## config.mk

```make
export PLATFORM = sky130hd
export DESIGN_NAME = tap_scan_master
export DESIGN_NICKNAME = d
export VERILOG_FILES = /design/src/rtl/tap_scan_pkg.sv /design/src/rtl/tap_scan_ctrl.sv /design/src/rtl/tap_scan_dp.sv /design/src/rtl/tap_scan_master.sv
export SDC_FILE = /design/constraint.sdc
export NUM_CORES = 1
export LEC_CHECK = 0
export BUFFER_PORTS_ARGS = -buffer_cell sky130_fd_sc_hd__buf_2
export CELL_PAD_IN_SITES_DETAIL_PLACEMENT = 1
export CELL_PAD_IN_SITES_GLOBAL_PLACEMENT = 1
export CORE_ASPECT_RATIO = 0.8
export CORE_MARGIN = 2
export CORE_UTILIZATION = 39
export CTS_CLUSTER_DIAMETER = 40
export DETAILED_ROUTE_END_ITERATION = 10
export PLACE_DENSITY = 0.83
export RECOVER_POWER = 50
export SYNTH_ARGS = -nofsm -noshare
export SYNTH_HDL_FRONTEND = slang
export SYNTH_HIERARCHICAL = 1
export SYNTH_SLANG_ARGS = --single-unit
```

## constraint.sdc

```tcl
create_clock -name clk -period 3.5 [get_ports clk]
set_input_delay 0 -clock clk [delete_from_list [all_inputs] [get_ports clk]]
set_output_delay 0 -clock clk [all_outputs]
set_load 0.01 [all_outputs]
```

## src/rtl/tap_scan_pkg.sv

```systemverilog
package tap_scan_pkg;

  typedef enum logic [1:0] {
    OP_RESET = 2'b00,
    OP_IR    = 2'b01,
    OP_DR    = 2'b10,
    OP_NONE  = 2'b11
  } tapOp_e;

  typedef enum logic [1:0] {
    ST_IDLE   = 2'b00,
    ST_STATIC = 2'b01,
    ST_LOW    = 2'b10,
    ST_HIGH   = 2'b11
  } engState_e;

  // strobes from the sequencer to the pin/shift datapath
  typedef struct packed {
    logic accept;    // command taken this edge
    logic wordIr;    // current command is an instruction scan
    logic wordDr;    // current command is a data scan
    logic drive;     // new phase or step begins: load pin values
    logic idle;      // engine idle after this edge
    logic tckVal;
    logic tmsVal;
    logic tdiShift;  // TDI from shift register MSB instead of saved TCLK
    logic sample;    // capture TDO into shift register
    logic finish;    // command complete
  } ctrlStrobe_t;

endpackage

```

## src/rtl/tap_scan_ctrl.sv

```systemverilog
module tap_scan_ctrl
  import tap_scan_pkg::*;
#(
  parameter int HALF_CYC = 4,
  parameter int IR_W     = 8,
  parameter int DR_W     = 16
) (
  input  logic        clk,
  input  logic        rstN,
  input  logic        cmdValid,
  input  tapOp_e      cmdOp,
  output logic        busy,
  output ctrlStrobe_t stb
);

  localparam int FUSE_STEPS = 5;
  localparam int RST_PULSES = 7;
  localparam int RST_ONES   = 6;
  localparam int IR_NAV     = 4;
  localparam int DR_NAV     = 3;
  localparam int TAIL       = 2;
  localparam int IR_TOTAL   = IR_NAV + IR_W + TAIL;
  localparam int DR_TOTAL   = DR_NAV + DR_W + TAIL;
  localparam int MAX_TOTAL  = (IR_TOTAL > DR_TOTAL) ? IR_TOTAL : DR_TOTAL;
  localparam int PULSE_W    = $clog2(MAX_TOTAL + 1);
  localparam int DIV_W      = (HALF_CYC > 1) ? $clog2(HALF_CYC) : 1;
  localparam int STEP_W     = $clog2(FUSE_STEPS);

  engState_e           stQ, stD;
  tapOp_e              kindQ, kindD;
  logic [DIV_W-1:0]    divQ, divD;
  logic [STEP_W-1:0]   stepQ, stepD;
  logic [PULSE_W-1:0]  pulseQ, pulseD;

  function automatic int navLen(tapOp_e k);
    case (k)
      OP_IR:   return IR_NAV;
      OP_DR:   return DR_NAV;
      default: return RST_PULSES;
    endcase
  endfunction

  function automatic int shLen(tapOp_e k);
    case (k)
      OP_IR:   return IR_W;
      OP_DR:   return DR_W;
      default: return 0;
    endcase
  endfunction

  function automatic int totLen(tapOp_e k);
    if (k == OP_RESET) return RST_PULSES;
    return navLen(k) + shLen(k) + TAIL;
  endfunction

  function automatic logic inShift(tapOp_e k, int p);
    return (p >= navLen(k)) && (p < navLen(k) + shLen(k));
  endfunction

  function automatic logic pulseTms(tapOp_e k, int p);
    int nav, sh;
    nav = navLen(k);
    sh  = shLen(k);
    if (k == OP_RESET)   return p < RST_ONES;
    if (p < nav)         return p < nav - 2;
    if (p < nav + sh)    return p == nav + sh - 1;
    return p == nav + sh;
  endfunction

  logic lastDiv;
  int   pQ, pD;

  assign lastDiv = (int'(divQ) == HALF_CYC - 1);
  assign pQ      = int'(pulseQ);
  assign pD      = int'(pulseD);
  assign busy    = (stQ != ST_IDLE);

  always_comb begin
    stD    = stQ;
    kindD  = kindQ;
    divD   = divQ;
    stepD  = stepQ;
    pulseD = pulseQ;
    stb    = '0;
    case (stQ)
      ST_IDLE: begin
        if (cmdValid && cmdOp != OP_NONE) begin
          kindD      = cmdOp;
          divD       = '0;
          stepD      = '0;
          pulseD     = '0;
          stD        = (cmdOp == OP_RESET) ? ST_STATIC : ST_LOW;
          stb.accept = 1'b1;
          stb.drive  = 1'b1;
        end
      end
      ST_STATIC: begin
        if (lastDiv) begin
          divD      = '0;
          stb.drive = 1'b1;
          if (int'(stepQ) == FUSE_STEPS - 1) stD = ST_LOW;
          else stepD = stepQ + STEP_W'(1);
        end else begin
          divD = divQ + DIV_W'(1);
        end
      end
      ST_LOW: begin
        if (lastDiv) begin
          divD      = '0;
          stD       = ST_HIGH;
          stb.drive = 1'b1;
        end else begin
          divD = divQ + DIV_W'(1);
        end
      end
      default: begin
        if (divQ == '0 && inShift(kindQ, pQ)) stb.sample = 1'b1;
        if (lastDiv) begin
          divD = '0;
          if (pQ == totLen(kindQ) - 1) begin
            stD        = ST_IDLE;
            stb.finish = 1'b1;
          end else begin
            stD       = ST_LOW;
            pulseD    = pulseQ + PULSE_W'(1);
            stb.drive = 1'b1;
          end
        end else begin
          divD = divQ + DIV_W'(1);
        end
      end
    endcase
    // pin values belong to the state entered at this edge
    stb.wordIr   = (kindD == OP_IR);
    stb.wordDr   = (kindD == OP_DR);
    stb.idle     = (stD == ST_IDLE);
    stb.tckVal   = (stD != ST_LOW);
    stb.tmsVal   = (stD == ST_STATIC) ? ~stepD[0] : pulseTms(kindD, pD);
    stb.tdiShift = (stD == ST_LOW || stD == ST_HIGH) && inShift(kindD, pD);
  end

  always_ff @(posedge clk) begin
    if (!rstN) begin
      stQ    <= ST_IDLE;
      kindQ  <= OP_NONE;
      divQ   <= '0;
      stepQ  <= '0;
      pulseQ <= '0;
    end else begin
      stQ    <= stD;
      kindQ  <= kindD;
      divQ   <= divD;
      stepQ  <= stepD;
      pulseQ <= pulseD;
    end
  end

endmodule

```

## src/rtl/tap_scan_dp.sv

```systemverilog
module tap_scan_dp
  import tap_scan_pkg::*;
#(
  parameter int IR_W   = 8,
  parameter int DATA_W = 16
) (
  input  logic              clk,
  input  logic              rstN,
  input  ctrlStrobe_t       stb,
  input  logic [DATA_W-1:0] cmdData,
  input  logic              tclkLevel,
  input  logic              tdo,
  output logic              tck,
  output logic              tms,
  output logic              tdi,
  output logic              done,
  output logic [DATA_W-1:0] rdData
);

  localparam int PAD_W = DATA_W - IR_W;

  logic [DATA_W-1:0] shReg, shNext, loadVal;
  logic [IR_W-1:0]   irRev;
  logic              savedQ, savedNext;
  logic              tckQ, tmsQ, tdiQ, doneQ;
  logic [DATA_W-1:0] rdQ;

  // instruction byte is shifted with its bit order mirrored
  for (genvar i = 0; i < IR_W; i++) begin : g_rev
    assign irRev[i] = cmdData[IR_W-1-i];
  end

  always_comb begin
    if (stb.wordIr)      loadVal = {irRev, {PAD_W{1'b0}}};
    else if (stb.wordDr) loadVal = cmdData;
    else                 loadVal = '0;
  end

  always_comb begin
    if (stb.sample)      shNext = {shReg[DATA_W-2:0], tdo};
    else if (stb.accept) shNext = loadVal;
    else                 shNext = shReg;
  end

  assign savedNext = stb.accept ? tdiQ : savedQ;

  always_ff @(posedge clk) begin
    if (!rstN) begin
      shReg  <= '0;
      savedQ <= 1'b1;
      tckQ   <= 1'b1;
      tmsQ   <= 1'b1;
      tdiQ   <= 1'b1;
      doneQ  <= 1'b0;
      rdQ    <= '0;
    end else begin
      shReg  <= shNext;
      savedQ <= savedNext;
      doneQ  <= stb.finish;
      if (stb.idle) begin
        tckQ <= 1'b1;
        tdiQ <= tclkLevel;
      end else if (stb.drive) begin
        tckQ <= stb.tckVal;
        tmsQ <= stb.tmsVal;
        tdiQ <= stb.tdiShift ? shNext[DATA_W-1] : savedNext;
      end
      if (stb.finish) begin
        if (stb.wordIr)      rdQ <= {{PAD_W{1'b0}}, shReg[IR_W-1:0]};
        else if (stb.wordDr) rdQ <= shReg;
        else                 rdQ <= '0;
      end
    end
  end

  assign tck    = tckQ;
  assign tms    = tmsQ;
  assign tdi    = tdiQ;
  assign done   = doneQ;
  assign rdData = rdQ;

endmodule

```

## src/rtl/tap_scan_master.sv

```systemverilog
module tap_scan_master
  import tap_scan_pkg::*;
#(
  parameter int HALF_CYC = 4,
  parameter int IR_W     = 8,
  parameter int DATA_W   = 16
) (
  input  logic              clk,
  input  logic              rstN,
  input  logic              cmdValid,
  input  logic [1:0]        cmdOp,
  input  logic [DATA_W-1:0] cmdData,
  input  logic              tclkLevel,
  input  logic              tdo,
  output logic              tck,
  output logic              tms,
  output logic              tdi,
  output logic              busy,
  output logic              done,
  output logic [DATA_W-1:0] rdData
);

  ctrlStrobe_t stb;

  tap_scan_ctrl #(
    .HALF_CYC (HALF_CYC),
    .IR_W     (IR_W),
    .DR_W     (DATA_W)
  ) uCtrl (
    .clk      (clk),
    .rstN     (rstN),
    .cmdValid (cmdValid),
    .cmdOp    (tapOp_e'(cmdOp)),
    .busy     (busy),
    .stb      (stb)
  );

  tap_scan_dp #(
    .IR_W   (IR_W),
    .DATA_W (DATA_W)
  ) uDp (
    .clk       (clk),
    .rstN      (rstN),
    .stb       (stb),
    .cmdData   (cmdData),
    .tclkLevel (tclkLevel),
    .tdo       (tdo),
    .tck       (tck),
    .tms       (tms),
    .tdi       (tdi),
    .done      (done),
    .rdData    (rdData)
  );

endmodule

```

==> results.txt <==
The antenna diode instance count is 0. The post-synthesis register bit count came out at 51. The clock insertion delay at the later pin of the skew report is about 0.32 ns. The number of instances in the synthesized netlist came out at roughly 400. The count of endpoints failing hold in the final timing report came out at 1. The run finished, with violations left.

The analysis attributes to cell leakage a power of between 1.5 and 2 nW. The most critical setup path has its startpoint at uCtrl/pulseQ[3]. STA classifies the critical path startpoint as a register. For this run, the top clock speed supported by timing is between 200 and 300 MHz. The number of distinct library cells after synthesis is 66.

Global routing finished with a remaining overflow of 0. Subtracting the final worst setup slack from the clock period gives around 3.7 ns. The total number of yosys warnings is 6.

The final design utilization is 0.4997. The relative contribution of the clock network to total power is 0.287. The placeable core region came out at between 8000 and 9000 sq um. The arrival time at the worst endpoint came out at between 3 and 4 ns. The number of max-capacitance violations reported is 0.

For this run, asynchronously set or reset flops after synthesis account for 0. The clock slew seen by the registers of the worst setup and hold paths is 0.10 ns. Together, buffers and inverters on the worst path number 2. Pin placement for this block handled 44 I/O pins. The total number of clock tree sinks is slightly above 50. The internal power of the cells is between 1 and 1.5 mW. The final HPWL from detailed placement came out at 7.405 mm. Setup repair after global routing could not meet its margin everywhere.

Of the synthesized area, sequential elements account for 0.3060. In the final design database the tool counted 521 nets. Broken down by cell family, the worst path's largest delay share belongs to compound AO/OA/AOI/OAI gates.

Dividing the synthesized area by the synthesized cell count gives roughly 8.4 sq um. The initial antenna violation count came out at 0. Yosys attributes the largest share of cell area to dfxtp_1, ha_1, nand2b_1. The summed instance area of the synthesized netlist came out at approximately 3300 sq um. By startpoint and endpoint, the worst setup path is classified as register to register.

The largest total area in the synthesized netlist belongs to dfxtp_1. The via count of the first global-routing pass is ~3,300. The vertical extent of the die came out at 86.74 um. Entering global routing, the biggest net connects 43 pins. The worst hold path belongs to the class input port to register. The residual DRC count is 0.

The library cell used most frequently in the layout, excluding fill and tap cells, is dfxtp_1. Power comes to 1.523 mW. The endpoint type of the worst setup path is a register. The total via count in the routed design is 3,392. The count of nets left with antenna violations after detail routing is 0. The areal power density over the cells came out at roughly 360 nW/um^2. The post-synth net total came out at approximately 450. After the first detailed-routing iteration, the DRC count stood at 191. In the final layout, the share of cells above drive strength 1 is 0.2314. The startpoint identified for the worst register-to-register timing path is uCtrl/pulseQ[3].

In this run the most critical hold path is launched from cmdData[3]. The worst clock skew came out at roughly 0.008 ns. The final critical-path share of the clock period is 1.045. The die covers slightly above 9000 sq um. The number of flops mapped to enable cells by yosys is 0. TritonCTS built the clock tree. The worst-case headroom to the max-slew limit came out at 0.5318. The worst setup slack after layout is -0.1559 ns.

The maximum fanout along the worst path is 6. The final wirelength is about 12 mm. The slew at the pin closest to its max-slew limit came out at roughly 0.7 ns. Measured along the x axis, the die boundary spans 107.4 um.

Summing all non-filler instances in the final layout gives an area of 4202 sq um. The placer congestion estimate is roughly 0.84. The slowest stage of the critical path is the or3b_4 cell. The first global-routing pass estimated 16.57 mm of wire. The number of endpoints failing setup at the final stage is 2. The switching power share of the total came out at 0.3344. The maximum count of clock buffers along a single path came out at 2.

Of the total power, combinational logic draws 0.302. The checks that failed: negative hold slack, negative setup slack. CTS built an H-tree with a depth of 2. The final max-slew violation count is 0.

The count of buffers inserted at the top-level ports is 43. Traced cell by cell, the critical path runs through or3b_4, a21oi_2, a2bb2o_4, nor2_4, nor4b_4, a211oi_2, inv_2, buf_6, ha_4, nand3b_1, a21o_1, a2111oi_4, o221ai_1, a41oi_2, mux2i_1, nand2_1. In this run the clock root is driven by a clkbuf_8. The number of CTS-inserted buffers is 5. Among all flip-flop cells after synthesis, the most frequent one is dfxtp_1.

Dividing the detail-routed wire length by the instance count gives 21.33 um. The average via count per standard cell came out at 5.818. The fraction of power consumed by sequential logic came out at 0.411. The highest ir drop seen on vdd came out at between 200 and 250 uV. The total track usage is 0.2261. The final worst hold slack is -0.006877 ns. The post-route setup TNS came out at -0.1924 ns.

The portion of synthesized cell area occupied by the leading cell type is 0.3060. The layout overhead on the synthesized area is 25.91%. The count of TritonRoute iterations in the first routing pass is 4.

Leaving out fill and tap cells, the most frequent cells in the layout are dfxtp_1, buf_4, inv_1, nand2b_1. On the worst path, the slowest cell contributes a delay of around 0.4 ns. The power dissipated by switching net loads came out at a little over 0.5 mW.

The floorplan row count came out at 30. The required arrival time at the worst endpoint is approximately 3.8 ns. The total cell area at the placement stage is roughly 3800 sq um. The starting density of the core came out at 0.3969.
## cells in the mapped netlist (3+ instances only)
cell      count
a21boi_1     17
a21oi_1      17
a221oi_1      8
a22oi_1       8
and2_1       12
clkbuf_1     15
dfxtp_1      51
ha_1         28
inv_1        26
mux2i_1       4
nand2_1      19
nand2b_1     24
nand3_1      23
nand3b_1      3
nand4_1       3
nor2_1       25
nor2b_1      22
nor3_1        3
nor3b_1      11
o21ai_0      14
o21ai_1       8
## what timing repair did
action / 4_1_cts / 5_1_grt
hold endpoints to repair: 6 / 0
endpoints found under the setup margin: 2 / 3
gates resized for setup: 7 / 30
setup buffers: 3 / 10
hold buffers: 7 / 0
pin swaps: 4 / 20
## flip-flops by register name, summed over array words and instances (netlist names)
| register | flops |
|---|---|
| uDp/rdData | 16 |
| uDp/shReg | 16 |
| uCtrl/pulseQ | 5 |
| uCtrl/stepQ | 3 |
| uCtrl/divQ | 2 |
| uCtrl/kindQ | 2 |
| uCtrl/stQ | 2 |
| uDp/done | 1 |
| uDp/savedQ | 1 |
| uDp/tck | 1 |
| uDp/tdi | 1 |
| uDp/tms | 1 |
## tightest hold or removal path: cells and delay by family
| family | cells | cell delay, ns |
|---|---|---|
| and+or+nand+nor | 1 | 0.11 |
| buffers and inverters | 1 | 0.10 |
| AOI/OAI and AO/OA | 1 | 0.07 |
## power by group through the flow
stage	clock (mW)	combinational, mW	sequential, mW
2_1_floorplan	0	0.252	0.632
3_3_place_gp	0	0.340	0.636
3_5_place_dp	0	0.359	0.637
4_1_cts	0.436	0.378	0.624
5_1_grt	0.464	0.493	0.628
6_report	0.437	0.460	0.626
## cell type report
cell class | instances | area [sq um]
Timing Repair Buffer | 85 | 538.0
Sequential cell | 51 | 1035
Multi-Input combinational cell | 300 | 2270
Fill cell | 1018 | 4207
Inverter | 27 | 103.9
Clock buffer | 5 | 68.82
Tap cell | 112 | 140.1
Clock inverter | 3 | 46.29
## kinds of logic after synthesis
logic type,count (synthesis),share of synthesized area
DFF,51,0.3060
xor gates and xnor gates,1,0.002625
other,2,0.002251
muxes,5,0.01537
AOI/OAI and AO/OA,104,0.2381
and+or+nand+nor,160,0.2726
buffers and inverters,47,0.05811
adders and majority gates,28,0.1050
## worst paths after layout
check	endpoint	slack (ns)	cells past startpoint
max reg2reg	uDp/tms	-0.16	16
min	uDp/shReg[3]	-0.007	3
min reg2reg	uDp/rdData[7]	0.48	2
max	uDp/tms	-0.16	16
## metal layers
| metal | GRT usage | routed length (um) | up-vias | share of wire |
|---|---|---|---|---|
| li1 | - | - | 1544 | - |
| met1 | 0.2975 | 5282 | 1667 | 0.42 |
| met2 | 0.3895 | 6056 | 139 | 0.49 |
| met3 | 0.03233 | 570 | 42 | 0.046 |
| met4 | 0.06177 | 527 | 0 | 0.042 |
| met5 | 0 | 0 | - | 0 |
## stage by stage
step | setup slack [ns] | hold WS [ns] | instances
after floorplan | 0.05188 | 0.06194 | 398
after global placement | 0.06433 | 0.2403 | 555
after detailed placement | -0.09607 | 0.2478 | 555
after CTS | 0.02434 | 0.002424 | 573
after global routing | -0.2363 | 0.01591 | 583
final | -0.1559 | -0.006877 | 583
No activity file was read; power rests on OpenSTA's default activity.
